--- config.mk ---
export PLATFORM = sky130hd
export DESIGN_NAME = status_pin_sel
export DESIGN_NICKNAME = d
export VERILOG_FILES = /design/src/rtl/status_pin_pkg.sv /design/src/rtl/spin_done_tracker.sv /design/src/rtl/spin_src_mux.sv /design/src/rtl/spin_out_stage.sv /design/src/rtl/status_pin_sel.sv
export SDC_FILE = /design/constraint.sdc
export NUM_CORES = 1
export LEC_CHECK = 0
export ABC_AREA = 0
export BUFFER_PORTS_ARGS = -buffer_cell sky130_fd_sc_hd__buf_4
export CORE_AREA = 2 2 39 41
export CTS_CLUSTER_DIAMETER = 40
export DETAILED_ROUTE_END_ITERATION = 10
export DIE_AREA = 0 0 41 43
export HOLD_SLACK_MARGIN = 0.06
export SLEW_MARGIN = 10
export SYNTH_ARGS = -nofsm -noshare
export SYNTH_HDL_FRONTEND = slang
export SYNTH_SLANG_ARGS = --single-unit
export TNS_END_PERCENT = 20
--- constraint.sdc ---
create_clock -name clk -period 1.2 [get_ports clk]
set_clock_uncertainty 0.05 [all_clocks]
set_input_delay 0.24 -clock clk [delete_from_list [all_inputs] [get_ports clk]]
set_output_delay 0.24 -clock clk [all_outputs]
set_load 0.01 [all_outputs]
--- src/rtl/status_pin_pkg.sv ---
package status_pin_pkg;
  localparam int CODE_W = 3;
  localparam int IO_BASE = 5;

  typedef enum logic [CODE_W-1:0] {
    SEL_OPEN_A = 3'd0,
    SEL_UNLOCK = 3'd1,
    SEL_DONE   = 3'd2,
    SEL_OPEN_B = 3'd3,
    SEL_OPEN_C = 3'd4,
    SEL_IO0    = 3'd5,
    SEL_IO1    = 3'd6,
    SEL_OPEN_D = 3'd7
  } sel_e;
endpackage

--- src/rtl/spin_done_tracker.sv ---
module spin_done_tracker
  import status_pin_pkg::*;
(
  input  logic              clk,
  input  logic              rst,
  input  logic [CODE_W-1:0] sel_code,
  input  logic              count_start,
  input  logic              meas_done,
  output logic              done_flag
);
  logic              start_q;
  logic [CODE_W-1:0] code_q;
  logic              armed;
  logic              start_rise;
  logic              code_moved;

  assign start_rise = count_start && !start_q;
  assign code_moved = (sel_code != code_q);

  always_ff @(posedge clk) begin
    if (rst) begin
      start_q   <= 1'b0;
      code_q    <= '0;
      armed     <= 1'b0;
      done_flag <= 1'b0;
    end else begin
      start_q <= count_start;
      code_q  <= sel_code;
      if (start_rise) begin
        armed     <= 1'b1;
        done_flag <= 1'b0;
      end else if (code_moved) begin
        armed     <= 1'b0;
        done_flag <= 1'b0;
      end else if (meas_done && armed) begin
        armed     <= 1'b0;
        done_flag <= 1'b1;
      end
    end
  end
endmodule

--- src/rtl/spin_src_mux.sv ---
module spin_src_mux
  import status_pin_pkg::*;
#(
  parameter int N_IO = 2
) (
  input  logic [CODE_W-1:0] sel_code,
  input  logic              unlock_flag,
  input  logic              done_flag,
  input  logic [N_IO-1:0]   gpio_in,
  input  logic [N_IO-1:0]   gpio_is_out,
  output logic              pull_req
);
  logic [N_IO-1:0] io_pull;
  logic [N_IO-1:0] io_hit;

  for (genvar k = 0; k < N_IO; k++) begin : g_io
    assign io_hit[k]  = (sel_code == CODE_W'(IO_BASE + k));
    assign io_pull[k] = io_hit[k] && !gpio_is_out[k] && !gpio_in[k];
  end

  always_comb begin
    case (sel_code)
      SEL_UNLOCK: pull_req = unlock_flag;
      SEL_DONE:   pull_req = done_flag;
      default:    pull_req = |io_pull;
    endcase
  end
endmodule

--- src/rtl/spin_out_stage.sv ---
module spin_out_stage (
  input  logic clk,
  input  logic rst,
  input  logic bus_ce,
  input  logic bus_clk,
  input  logic bus_rd_mode,
  input  logic rd_bit,
  input  logic pull_req,
  output logic pull_low
);
  logic bclk_q;
  logic rd_active_q;
  logic rd_now;
  logic bclk_fall;

  assign rd_now    = bus_ce && bus_rd_mode;
  assign bclk_fall = bclk_q && !bus_clk;

  always_ff @(posedge clk) begin
    if (rst) begin
      bclk_q      <= 1'b0;
      rd_active_q <= 1'b0;
      pull_low    <= 1'b0;
    end else begin
      bclk_q      <= bus_clk;
      rd_active_q <= rd_now;
      if (bus_ce && !bus_rd_mode) begin
        pull_low <= 1'b0;
      end else if (rd_now) begin
        if (!rd_active_q || bclk_fall) pull_low <= !rd_bit;
      end else begin
        pull_low <= pull_req;
      end
    end
  end
endmodule

--- src/rtl/status_pin_sel.sv ---
module status_pin_sel
  import status_pin_pkg::*;
#(
  parameter int N_IO = 2
) (
  input  logic              clk,
  input  logic              rst,
  input  logic [CODE_W-1:0] sel_code,
  input  logic              bus_ce,
  input  logic              bus_clk,
  input  logic              bus_rd_mode,
  input  logic              rd_bit,
  input  logic              unlock_flag,
  input  logic              count_start,
  input  logic              meas_done,
  input  logic [N_IO-1:0]   gpio_in,
  input  logic [N_IO-1:0]   gpio_is_out,
  output logic              pull_low
);
  logic done_flag;
  logic pull_req;

  spin_done_tracker u_track (
    .clk(clk), .rst(rst), .sel_code(sel_code),
    .count_start(count_start), .meas_done(meas_done),
    .done_flag(done_flag)
  );

  spin_src_mux #(.N_IO(N_IO)) u_mux (
    .sel_code(sel_code), .unlock_flag(unlock_flag), .done_flag(done_flag),
    .gpio_in(gpio_in), .gpio_is_out(gpio_is_out), .pull_req(pull_req)
  );

  spin_out_stage u_out (
    .clk(clk), .rst(rst), .bus_ce(bus_ce), .bus_clk(bus_clk),
    .bus_rd_mode(bus_rd_mode), .rd_bit(rd_bit), .pull_req(pull_req),
    .pull_low(pull_low)
  );
endmodule

* Yosys cells after proc, flatten, opt, wreduce, memory -nomap -nowiden
Cells that the tools add are included.
Storage, ports and cells: word-level logic and storage cells 42, output and inout port bits 1, flip-flop bits (word level) 9, input port bits 16
Operators by class: muxes and demuxes 6, reduce and logical (&&, ||, !) cells 23, eq/ne operators 6
Operators with widths (count):
- logical AND 1 bit | 9
- zero test 1 bit | 9
- == test 3 bit (second input constant) | 2
- two-way mux 1 bit | 5
- OR reduction 2 bit | 2
- == test 3 x 1 -> 1 bit (second input constant) | 1
- == test 3 x 2 -> 1 bit (second input constant) | 1
- != test 3 bit | 1
- nonzero test 3 bit | 1
- OR reduction 3 bit | 1
- != test 2 bit (second input constant) | 1
- one-hot mux 1 bit (2 select lines) | 1
- logical OR 1 bit | 1

* Depth between registers and ports, before layout
Gate-level depths: netlist (run 1).
depth in word-level cells 6, mapped depth 4, mapped depth without buffers 4

* Cells and area by module
From an unflattened synthesis (run 1), not the netlist that was laid out.
Unflattened totals: cells, all modules 39, area, all modules 372.9 µm²
By module, submodules not included:
- spin_done_tracker | seq. area each 120.1 µm², area an instance 221.5 µm², times used 1, cells an instance 20
- spin_out_stage | seq. area each 60.1 µm², area an instance 108.9 µm², times used 1, cells an instance 12
- spin_src_mux | seq. area each 0.0 µm², area an instance 42.5 µm², times used 1, cells an instance 7

* Worst setup path before layout (run 1)
OpenSTA, ideal clock, no wires.
kind input -> register, from input port sel_code[1], to register u_out.pull_low, stages on the path 4, buffers on the path 0, required time 1063 ps, path slack -71 ps, arrival 1134 ps, library setup time 87 ps, path through or4b_1 > a311oi_1 > o21ai_1 > o31ai_1
On the way: word-level cells in the longest chain between the ends 6, elaborated cells on any way between the ends 11, those cells by class eq/ne: 4; mux: 2; reduce/logical: 5
Ends and longest elaborated chain:
- start, declared | line status_pin_sel.sv:8 | input logic [CODE_W-1:0] sel_code,
- == test 3 bit | line spin_src_mux.sv:17 | assign io_hit[k] = (sel_code == CODE_W'(IO_BASE + k));
- logical AND 1 bit (2 in a row) | line spin_src_mux.sv:18 | assign io_pull[k] = io_hit[k] && !gpio_is_out[k] && !gpio_in[k];
- OR reduction 2 bit | line spin_src_mux.sv:25 | default: pull_req = |io_pull;
- one-hot mux 1 bit (2 select lines) (*) | line spin_src_mux.sv:22 | case (sel_code)
- two-way mux 1 bit (*) | line spin_out_stage.sv:29 | end else if (rd_now) begin
- end signal, assigned | line spin_out_stage.sv:30 | if (!rd_active_q || bclk_fall) pull_low <= !rd_bit;
- end signal, assigned | line spin_out_stage.sv:32 | pull_low <= pull_req;
- end, declared | line spin_out_stage.sv:9 | output logic pull_low
Every way passes the cells marked *; elsewhere a longest branch is shown, timed or not. A chain may end at the register's enable or synchronous reset.

* Final worst setup path (run 1)
from input port sel_code[0], to register u_out.pull_low
Same word-level chain as after synthesis.

==> results of run 1 <==
-- sequential cells by signal (all words and copies together) (netlist names) --
register / flops
u_track.done_flag: 1
u_out.pull_low: 1
u_track.code_q: 3
u_out.rd_active_q: 1
u_out.bclk_q: 1
u_track.armed: 1
u_track.start_q: 1
-- power by group through the flow --
stage / Sequential (W) / Clock [W] / Combinational (W)
global route: 0.000320 / 0.000260 / 0.000110
finish: 0.000319 / 0.000228 / 0.0000991
floorplan: 0.000325 / 0 / 0.0000376
CTS: 0.000319 / 0.000239 / 0.0000945
detailed placement: 0.000326 / 0 / 0.0000940
global placement: 0.000325 / 0 / 0.0000938
-- critical path, stage by stage --
cell and delay, ns:
buf_4 0.12, or4b_4 0.53, a311oi_2 0.20, o21ai_1 0.09, o31ai_1 0.06
-- final timing paths --
check	from	to	cells past startpoint
max reg2reg	u_track.code_q[2]$_SDFF_PP0_	u_track.armed$_SDFFE_PP0P_	4
min	bus_clk	u_out.bclk_q$_SDFF_PP0_	2
min reg2reg	u_track.armed$_SDFFE_PP0P_	u_track.done_flag$_SDFFE_PP0P_	2
max	sel_code[0]	u_out.pull_low$_SDFFE_PP0P_	5
-- per-stage QoR --
| stage | hold WS [ns] | setup TNS (ns) |
|---|---|---|
| after floorplan | 0.316 | -0.0621 |
| after global placement | 0.408 | -0.210 |
| after detailed placement | 0.425 | -0.226 |
| after CTS | 0.152 | 0 |
| after global routing | 0.139 | -0.00741 |
| final | 0.152 | 0 |
-- cells in the final DEF (no fill, tap or decap) --
cell type and n:
buf_6 1, o21ai_1 1, or4b_4 2, clkbuf_1 1, nor4_1 1, nand3b_1 2, nand3_1 1, nand2b_1 1
a31oi_1 1, nor2b_2 1, buf_4 17, a311oi_2 1, o21ba_1 1, nor2b_1 5, o31ai_1 1, nor3b_1 1
xnor2_1 3, nor2_1 1, a21oi_1 2, dfxtp_1 9, nand2_1 2, clkbuf_4 3
-- logic make-up after synthesis --
| family | after synthesis |
|---|---|
| buf+inv | 1 |
| xor+xnor | 3 |
| compound gates | 7 |
| simple gates | 17 |
| flops | 9 |
-- layer usage --
layer | up-vias | GRT usage (%) | wire (um)
met5 | - | 0 | 0
met4 | 0 | 4.00 | 0
met3 | 0 | 9.42 | 80
met2 | 13 | 13.4 | 375
met1 | 146 | 11.3 | 294
li1 | 172 | - | -
-- layout make-up --
class                      count  area, um2  share of cell area (%)
tap                           16       20.0                    3.55
timing repair buffer          18        139                    24.6
sequential                     9        180                    31.9
clock buffer                   4       26.3                    4.66
multi-input combinational     27        199                    35.3
==> flow_summary.toml, run 1 <==
[outcome]
outcome = "finished, final reports clean"

[synthesis]
synth_top_family_by_area = "simple AND/OR/NAND/NOR gates"
yosysSeqAreaShare_pct = 48.8
syn-num-nets = 53
synth_fa_ha_area_share_pct = 0
synth-seq-cells = 9
synth.area.mux_share_pct = 0
synthXorXnorAreaFrac_pct = 7.12
ys_top_cells_by_area = "dfxtp_1 49%, nor2b_1 8.5%, xnor2_1 7.1%"
yosysTopAreaCell = "dfxtp_1"
synth_warnings = 0
postSynthAreaPerCell_um2 = 9.98
synth_most_common_cell = "dfxtp_1"
synthTopCellsByCount = "9 x dfxtp_1, 5 x nor2b_1, 3 x xnor2_1"
synthFlopType = "dfxtp_1"
synthCells = 37
synthArstFlopShare_pct = 0
synthesis.area_um2 = 369
synth_simple_gate_area_share_pct = 30.2
synth-edff-count = 0
synth_compound_area_share_pct = 12.9
yosys.area.top_type_share_pct = 48.8
synth_cell_types = 19

[route]
ant_nets = 0
route.detailed.drc = 0
wl_per_cell_um = 10.1
drt_first_iter_violations = 1
via_count = 331
viasPerCell = 4.47
first_pass_iters = 2
wl_um = 750

[layout]
nNetsFinal = 75
drive_gt1_share_pct = 43.1
diodes = 0
fin_util_pct = 40.8
syn_to_final_growth_pct = 52.9
final_cell_area_um2 = 564
instances_no_fill = 74
n_fill_cell = 140

[power]
switchingPower_w = 0.000140
p_seq_share_pct = 49.4
switching_share_pct = 21.7
clkPwrFrac_pct = 35.3
p_leak_nw = 0.240
powerDensity_nw_per_um2 = 1140
ir_drop_mv = 0.597
intPower_w = 0.000505
pwr-share-comb_pct = 15.3
power.total_w = 0.000645

[placement]
port_buffers = 16
gp_congestion = 0.642
post-place-ws_ns = -0.226
post-dp-hpwl_um = 573
placed_area_um2 = 520
dp.cells = 70

[timing]
fmax_ghz = 0.895
max-slew-margin-rel_pct = 86.0
hold_violations = 0
worstMarginPinSlew_ns = 0.208
drv_slew = 0
period_minus_slack_ns = 1.12
setup_viol = 0
post-route-period-util_pct = 93.1
fin_ws_ns = 0.0823
rsz0062_at_grt = "true"

[cts]
clk_latency_ns = 0.26
cts_hold_buffers = 0
postCtsSetupRepairBufs = 0
cts_buffer_depth = 2
cts.clk_slew.worst_paths_ns = 0.06
cts_tree = "done"
htreeDepth = 1
clock_sinks = 9
ctsRootBufferMaster = "clkbuf_4"
numCtsBuffers = 3
cts_resized = 0

[floorplanning]
fp.dieArea_um2 = 1760
die_h_um = 43
ioPinCount = 17
die_w_um = 41
floorplan.initialDensity_pct = 26.7
coreArea_um2 = 1380
rows = 14

[setup_path]
reg2reg_slack_ns = 0.18
required_ns = 1.33
critical_path_class = "input pin to flop"
setup.worst_path.end_class = "flop"
critPathLaunchType = "input pin"
crit_fanout = 3
worstPathArrival_ns = 1.24

[worst_hold_path]
holdCritPathClass = "input pin to flop"

[grt]
track_usage_pct = 10.3
antenna_found_initial = 0
overflow = 0
grt_pass1_vias = 284
grt_first_pass_wirelength_mm = 1.15
grt_max_degree = 11

[run]
cap_violations = 0
Note: power is estimated with default switching activity, not from simulation.
==> inputs of run 2 (changes only) <==
Settings changed: BUFFER_PORTS_ARGS -buffer_cell sky130_fd_sc_hd__buf_4 to -buffer_cell sky130_fd_sc_hd__buf_2, CORE_AREA 2 2 39 41 to 10 10 47 49, DIE_AREA 0 0 41 43 to 0 0 57 59.
==> run 2 against run 1 <==
  * Die area increased by 91%
  * Critical path depth unchanged
  * Largest power group unchanged
  * Clock power decreased by 2%
  * Highest routed layer unchanged
  * Combinational power decreased by 18%
  * Non-clock buffer count unchanged
  * Setup slack got worse by 0.0089 ns
  * Worst hold slack improved by 0.0091 ns
  * Design area decreased by 8.4%
  * Via count decreased by 3.0%
  * Critical path type unchanged
==> flow_summary.toml, run 2 (synthesis gave the netlist of run 1 again) <==
[outcome]
outcome = "finished, final reports clean"

[cts]
cts_hold_buffers = 0
ctsRootBufferMaster = "clkbuf_4"
cts_tree = "done"
postCtsSetupRepairBufs = 0
numCtsBuffers = 3
clock_sinks = 9
cts.clk_slew.worst_paths_ns = 0.06
cts_resized = 0
htreeDepth = 1
cts_buffer_depth = 2
clk_latency_ns = 0.25

[setup_path]
r2r_start = "u_track.code_q[2]$_SDFF_PP0_"
timing.rr.end = "u_track.armed$_SDFFE_PP0P_"
setup.worst_path.end_class = "flop"
cp-startpoint = "gpio_in[0]"
required_ns = 1.32
worstPathArrival_ns = 1.25
crit_fanout = 1
reg2reg_slack_ns = 0.20
worstRegToRegCells = 4
critPathLaunchType = "input pin"
critical_path_class = "input pin to flop"
endpoint = "u_out.pull_low$_SDFFE_PP0P_"

[timing]
drv_slew = 0
setup_viol = 0
hold_violations = 0
worstMarginPinSlew_ns = 0.197
whs_ns = 0.161
period_minus_slack_ns = 1.13
post-route-period-util_pct = 93.9
rsz0062_at_grt = "false"
max-slew-margin-rel_pct = 86.7
fmax_ghz = 0.888

[floorplanning]
coreArea_um2 = 1400
die_w_um = 57
ioPinCount = 17
floorplan.initialDensity_pct = 26.3
die_h_um = 59
rows = 14
fp.dieArea_um2 = 3360

[route]
viasPerCell = 4.34
ant_nets = 0
drt_first_iter_violations = 4
wl_per_cell_um = 10.6
wl_um = 787
route.detailed.drc = 0
via_count = 321
first_pass_iters = 3

[grt]
overflow = 0
grt_pass1_vias = 311
grt_first_pass_wirelength_mm = 1.23
track_usage_pct = 4.94
antenna_found_initial = 0
grt_max_degree = 11

[layout]
regMostFlops = "u_track.code_q"
nNetsFinal = 75
largest_reg_flops = 3
final_common_cell = "buf_2"
diodes = 0
instances_no_fill = 74
drive_gt1_share_pct = 41.4
final_cell_area_um2 = 517
final_cell_mix = "16 x buf_2, 9 x dfxtp_1, 5 x nor2b_1, 3 x xnor2_1, 3 x clkbuf_4"
syn_to_final_growth_pct = 40.0

[placement]
port_buffers = 16
placed_area_um2 = 480
post-dp-hpwl_um = 689
gp_congestion = 0.689
dp.cells = 70

[power]
p_leak_nw = 0.224
ir_drop_mv = 0.472
powerDensity_nw_per_um2 = 1200
power.total_w = 0.000622

[worst_hold_path]
holdCritPathClass = "input pin to flop"

[run]
cap_violations = 0
==> run 2: metal layers <==
metal  wire length, um  global-route usage (%)
met2               383                    7.13
met5                 0                       0
met1               335                    4.42
met3                67                    5.36
met4                 0                    2.01
==> run 2: final cells by class <==
cell class,count,area [um2]
fill,160,885
multi-input combinational,27,195
sequential,9,180
timing repair buffer,18,95.1
clock buffer,4,26.3
tap,16,20.0
==> run 2: where the power goes <==
part	internal [W]	switching, W	leakage (nW)	total, W
Clock	0.000127	0.0000952	0.0150	0.000223
Combinational	0.0000477	0.0000332	0.134	0.0000809
Sequential	0.000313	0.00000531	0.0745	0.000319
==> run 2: how the worst min path moves through the flow <==
stage / startpoint / to / slack (ns) / depth (start not counted)
2_1_floorplan: sel_code[2] / u_out.pull_low$_SDFFE_PP0P_ / 0.32 / 2
3_3_place_gp: bus_clk / u_out.bclk_q$_SDFF_PP0_ / 0.42 / 2
3_5_place_dp: count_start / u_track.start_q$_SDFF_PP0_ / 0.42 / 2
4_1_cts: count_start / u_track.start_q$_SDFF_PP0_ / 0.15 / 2
5_1_grt: bus_clk / u_out.bclk_q$_SDFF_PP0_ / 0.16 / 2
6_report: bus_clk / u_out.bclk_q$_SDFF_PP0_ / 0.16 / 2
==> run 2: through the flow <==
step / setup TNS [ns] / worst slack, ns / util (%)
after floorplan: -0.0621 / -0.0621 / -
after global placement: -0.201 / -0.201 / 34.3
after detailed placement: -0.216 / -0.216 / 34.3
after CTS: 0 / 0.0535 / 36.2
after global routing: 0 / 0.0113 / 36.9
final: 0 / 0.0734 / 36.9
==> run 2: critical path, cell delays in order <==
cell      delay [ns]
buf_2           0.10
or4b_4          0.52
a311oi_2        0.24
o21ai_1         0.09
o31ai_1         0.06
==> inputs of run 3 (changes only) <==
Settings changed: ABC_AREA 0 to 1, CAP_MARGIN set to 20.
==> run 3 against run 2 <==
  * Synthesized cell count is 70% higher
  * Worst hold slack worse by 0.025 ns
  * Clock power rose by 6%
  * Highest routed layer is now met4
  * Sequential share of layout area is 1.4 points lower
  * Sequential power hardly changed
  * Count of clock-buffer cells in the layout did not move
  * Critical path depth fell by 4
  * Design area increased by 4.1%
  * Power up 3.5%
  * Register-to-register slack gained 0.16 ns
  * Area after synthesis is 13% higher
==> flow_summary.toml, run 3 <==
[power]
powerDensity_nw_per_um2 = 1200
p_leak_nw = 0.291
ir_drop_mv = 0.554

[placement]
port_buffers = 16
post-dp-hpwl_um = 744
gp_congestion = 0.727

[grt]
grt_max_degree = 10
grt_first_pass_wirelength_mm = 1.55
track_usage_pct = 5.91
antenna_found_initial = 0
grt_pass1_vias = 391
overflow = 0

[floorplanning]
die_h_um = 59
ioPinCount = 17
coreArea_um2 = 1400
floorplan.initialDensity_pct = 29.6
fp.dieArea_um2 = 3360
die_w_um = 57
rows = 14

[synthesis]
synthArstFlopShare_pct = 0
synth-seq-cells = 9
yosysSeqAreaShare_pct = 43.4
synthFlopType = "dfxtp_1"
synthTopCellsByCount = "16 x nand2_1, 11 x inv_1, 11 x nor2_1"
ys_top_cells_by_area = "dfxtp_1 43%, nand2_1 14%, inv_1 9.9%"
synth_warnings = 0
syn-num-nets = 79
synth_cell_types = 14
yosys.area.top_type_share_pct = 43.4
synthesis.area_um2 = 415
synth-edff-count = 0
synth_most_common_cell = "nand2_1"
postSynthAreaPerCell_um2 = 6.59
yosysTopAreaCell = "dfxtp_1"
synthCells = 63

[timing]
fmax_ghz = 0.988
max-slew-margin-rel_pct = 87.8
period_minus_slack_ns = 1.01
hold_violations = 0
worstMarginPinSlew_ns = 0.181
setup_tns_ns = 0
drv_slew = 0
rsz0062_at_grt = "false"
setup_viol = 0
whs_ns = 0.136
post-route-period-util_pct = 84.3

[route]
ant_nets = 0
wl_um = 888
viasPerCell = 4.19
first_pass_iters = 1
via_count = 411
wl_per_cell_um = 9.06
drt_first_iter_violations = 0
route.detailed.drc = 0

[layout]
final-seq-area_um2 = 180
regMostFlops = "u_track.code_q"
n_fill_cell = 168
final_cell_mix = "16 x nand2_1, 16 x buf_2, 11 x nor2_1, 11 x inv_1, 9 x dfxtp_1"
diodes = 0
nNetsFinal = 99
drive_gt1_share_pct = 28.0
largest_reg_flops = 3
syn_to_final_growth_pct = 29.5
multiInputGateArea_um2 = 186

[setup_path]
r2r_start = "u_track.code_q[0]$_SDFF_PP0_"
required_ns = 0.91
cpMaxStageDelayCell = "dfxtp_1"
reg2reg_slack_ns = 0.36
slowest_delay_ns = 0.33
crit_fanout = 2
crit_cells = 1
path_buf_inv = 1
timing.rr.end = "u_track.armed$_SDFFE_PP0P_"
critical_path_class = "flop to output port"
critPathLaunchType = "flop"
worstRegToRegCells = 3
cp_top_family = "flip-flops"
crit_chain = "buf_2"
setup.worst_path.end_class = "output port"
worstPathArrival_ns = 0.72

[cts]
ctsRootBufferMaster = "clkbuf_4"
clk_latency_ns = 0.26
clock_sinks = 9
cts_resized = 0
numCtsBuffers = 3
cts_tree = "done"
postCtsSetupRepairBufs = 0
cts_hold_buffers = 0
cts.clk_slew.worst_paths_ns = 0.06
htreeDepth = 1
cts_buffer_depth = 2

[worst_hold_path]
min_to = "u_track.start_q$_SDFF_PP0_"
holdCritPathClass = "input pin to flop"
min_path_cells = 3
hp-start = "count_start"

[run]
cap_violations = 0

[outcome]
outcome = "finished, final reports clean"
[run 3: changes by cell type in the layout (fill, tap and decap cells not counted), sizes merged, moves of 5 or more]
cell and change:
nand2 +14, inv +12, nor2 +10, nor2b -6, nand3 +5
[run 3: power by group]
group	total, W	leakage (nW)	internal (W)	switching (W)
Sequential	0.000319	0.0745	0.000313	0.00000530
Clock	0.000237	0.0150	0.000128	0.000109
Combinational	0.0000879	0.202	0.0000416	0.0000463
Total	0.000644	0.291	0.000483	0.000161
[run 3: area by class of cell]
cell class	instances	share of cell area [%]
inverters	12	8.37
clock buffers	4	4.88
repair buffers	16	14.9
multi-input cells	41	34.7
flip-flops and latches	9	33.5
well taps	16	3.72
[run 3: cells by family after synthesis]
family	after synthesis	share of synthesized area (%)
DFF	9	43.4
AOI/OAI and AO/OA	4	5.72
and+or+nand+nor	36	37.0
buffers and inverters	13	11.7
xor gates and xnor gates	1	2.11
[run 3: how the worst max path moves through the flow]
stage / startpoint / endpoint
CTS: u_out.pull_low$_SDFFE_PP0P_ / pull_low
floorplan: u_track.start_q$_SDFF_PP0_ / u_track.done_flag$_SDFFE_PP0P_
finish: u_out.pull_low$_SDFFE_PP0P_ / pull_low
detailed placement: sel_code[1] / u_out.pull_low$_SDFFE_PP0P_
global route: u_out.pull_low$_SDFFE_PP0P_ / pull_low
global placement: sel_code[1] / u_out.pull_low$_SDFFE_PP0P_
[run 3: through the flow]
step | total power [W] | util (%) | cells | setup slack, ns | area [um2]
CTS | 0.000659 | 38.4 | 98 | 0.173 | 538
floorplan | 0.000377 | - | 63 | 0.379 | 415
global route | 0.000689 | 38.4 | 98 | 0.140 | 538
detailed placement | 0.000415 | 36.5 | 94 | 0.283 | 512
global placement | 0.000414 | 36.5 | 94 | 0.265 | 512
finish | 0.000644 | 38.4 | 98 | 0.188 | 538
[run 3: layer usage]
layer / global-route usage, % / wire length, um
met2: 8.84 / 401
met4: 5.03 / 29
met5: 0 / 0
met1: 5.90 / 380
met3: 3.22 / 77
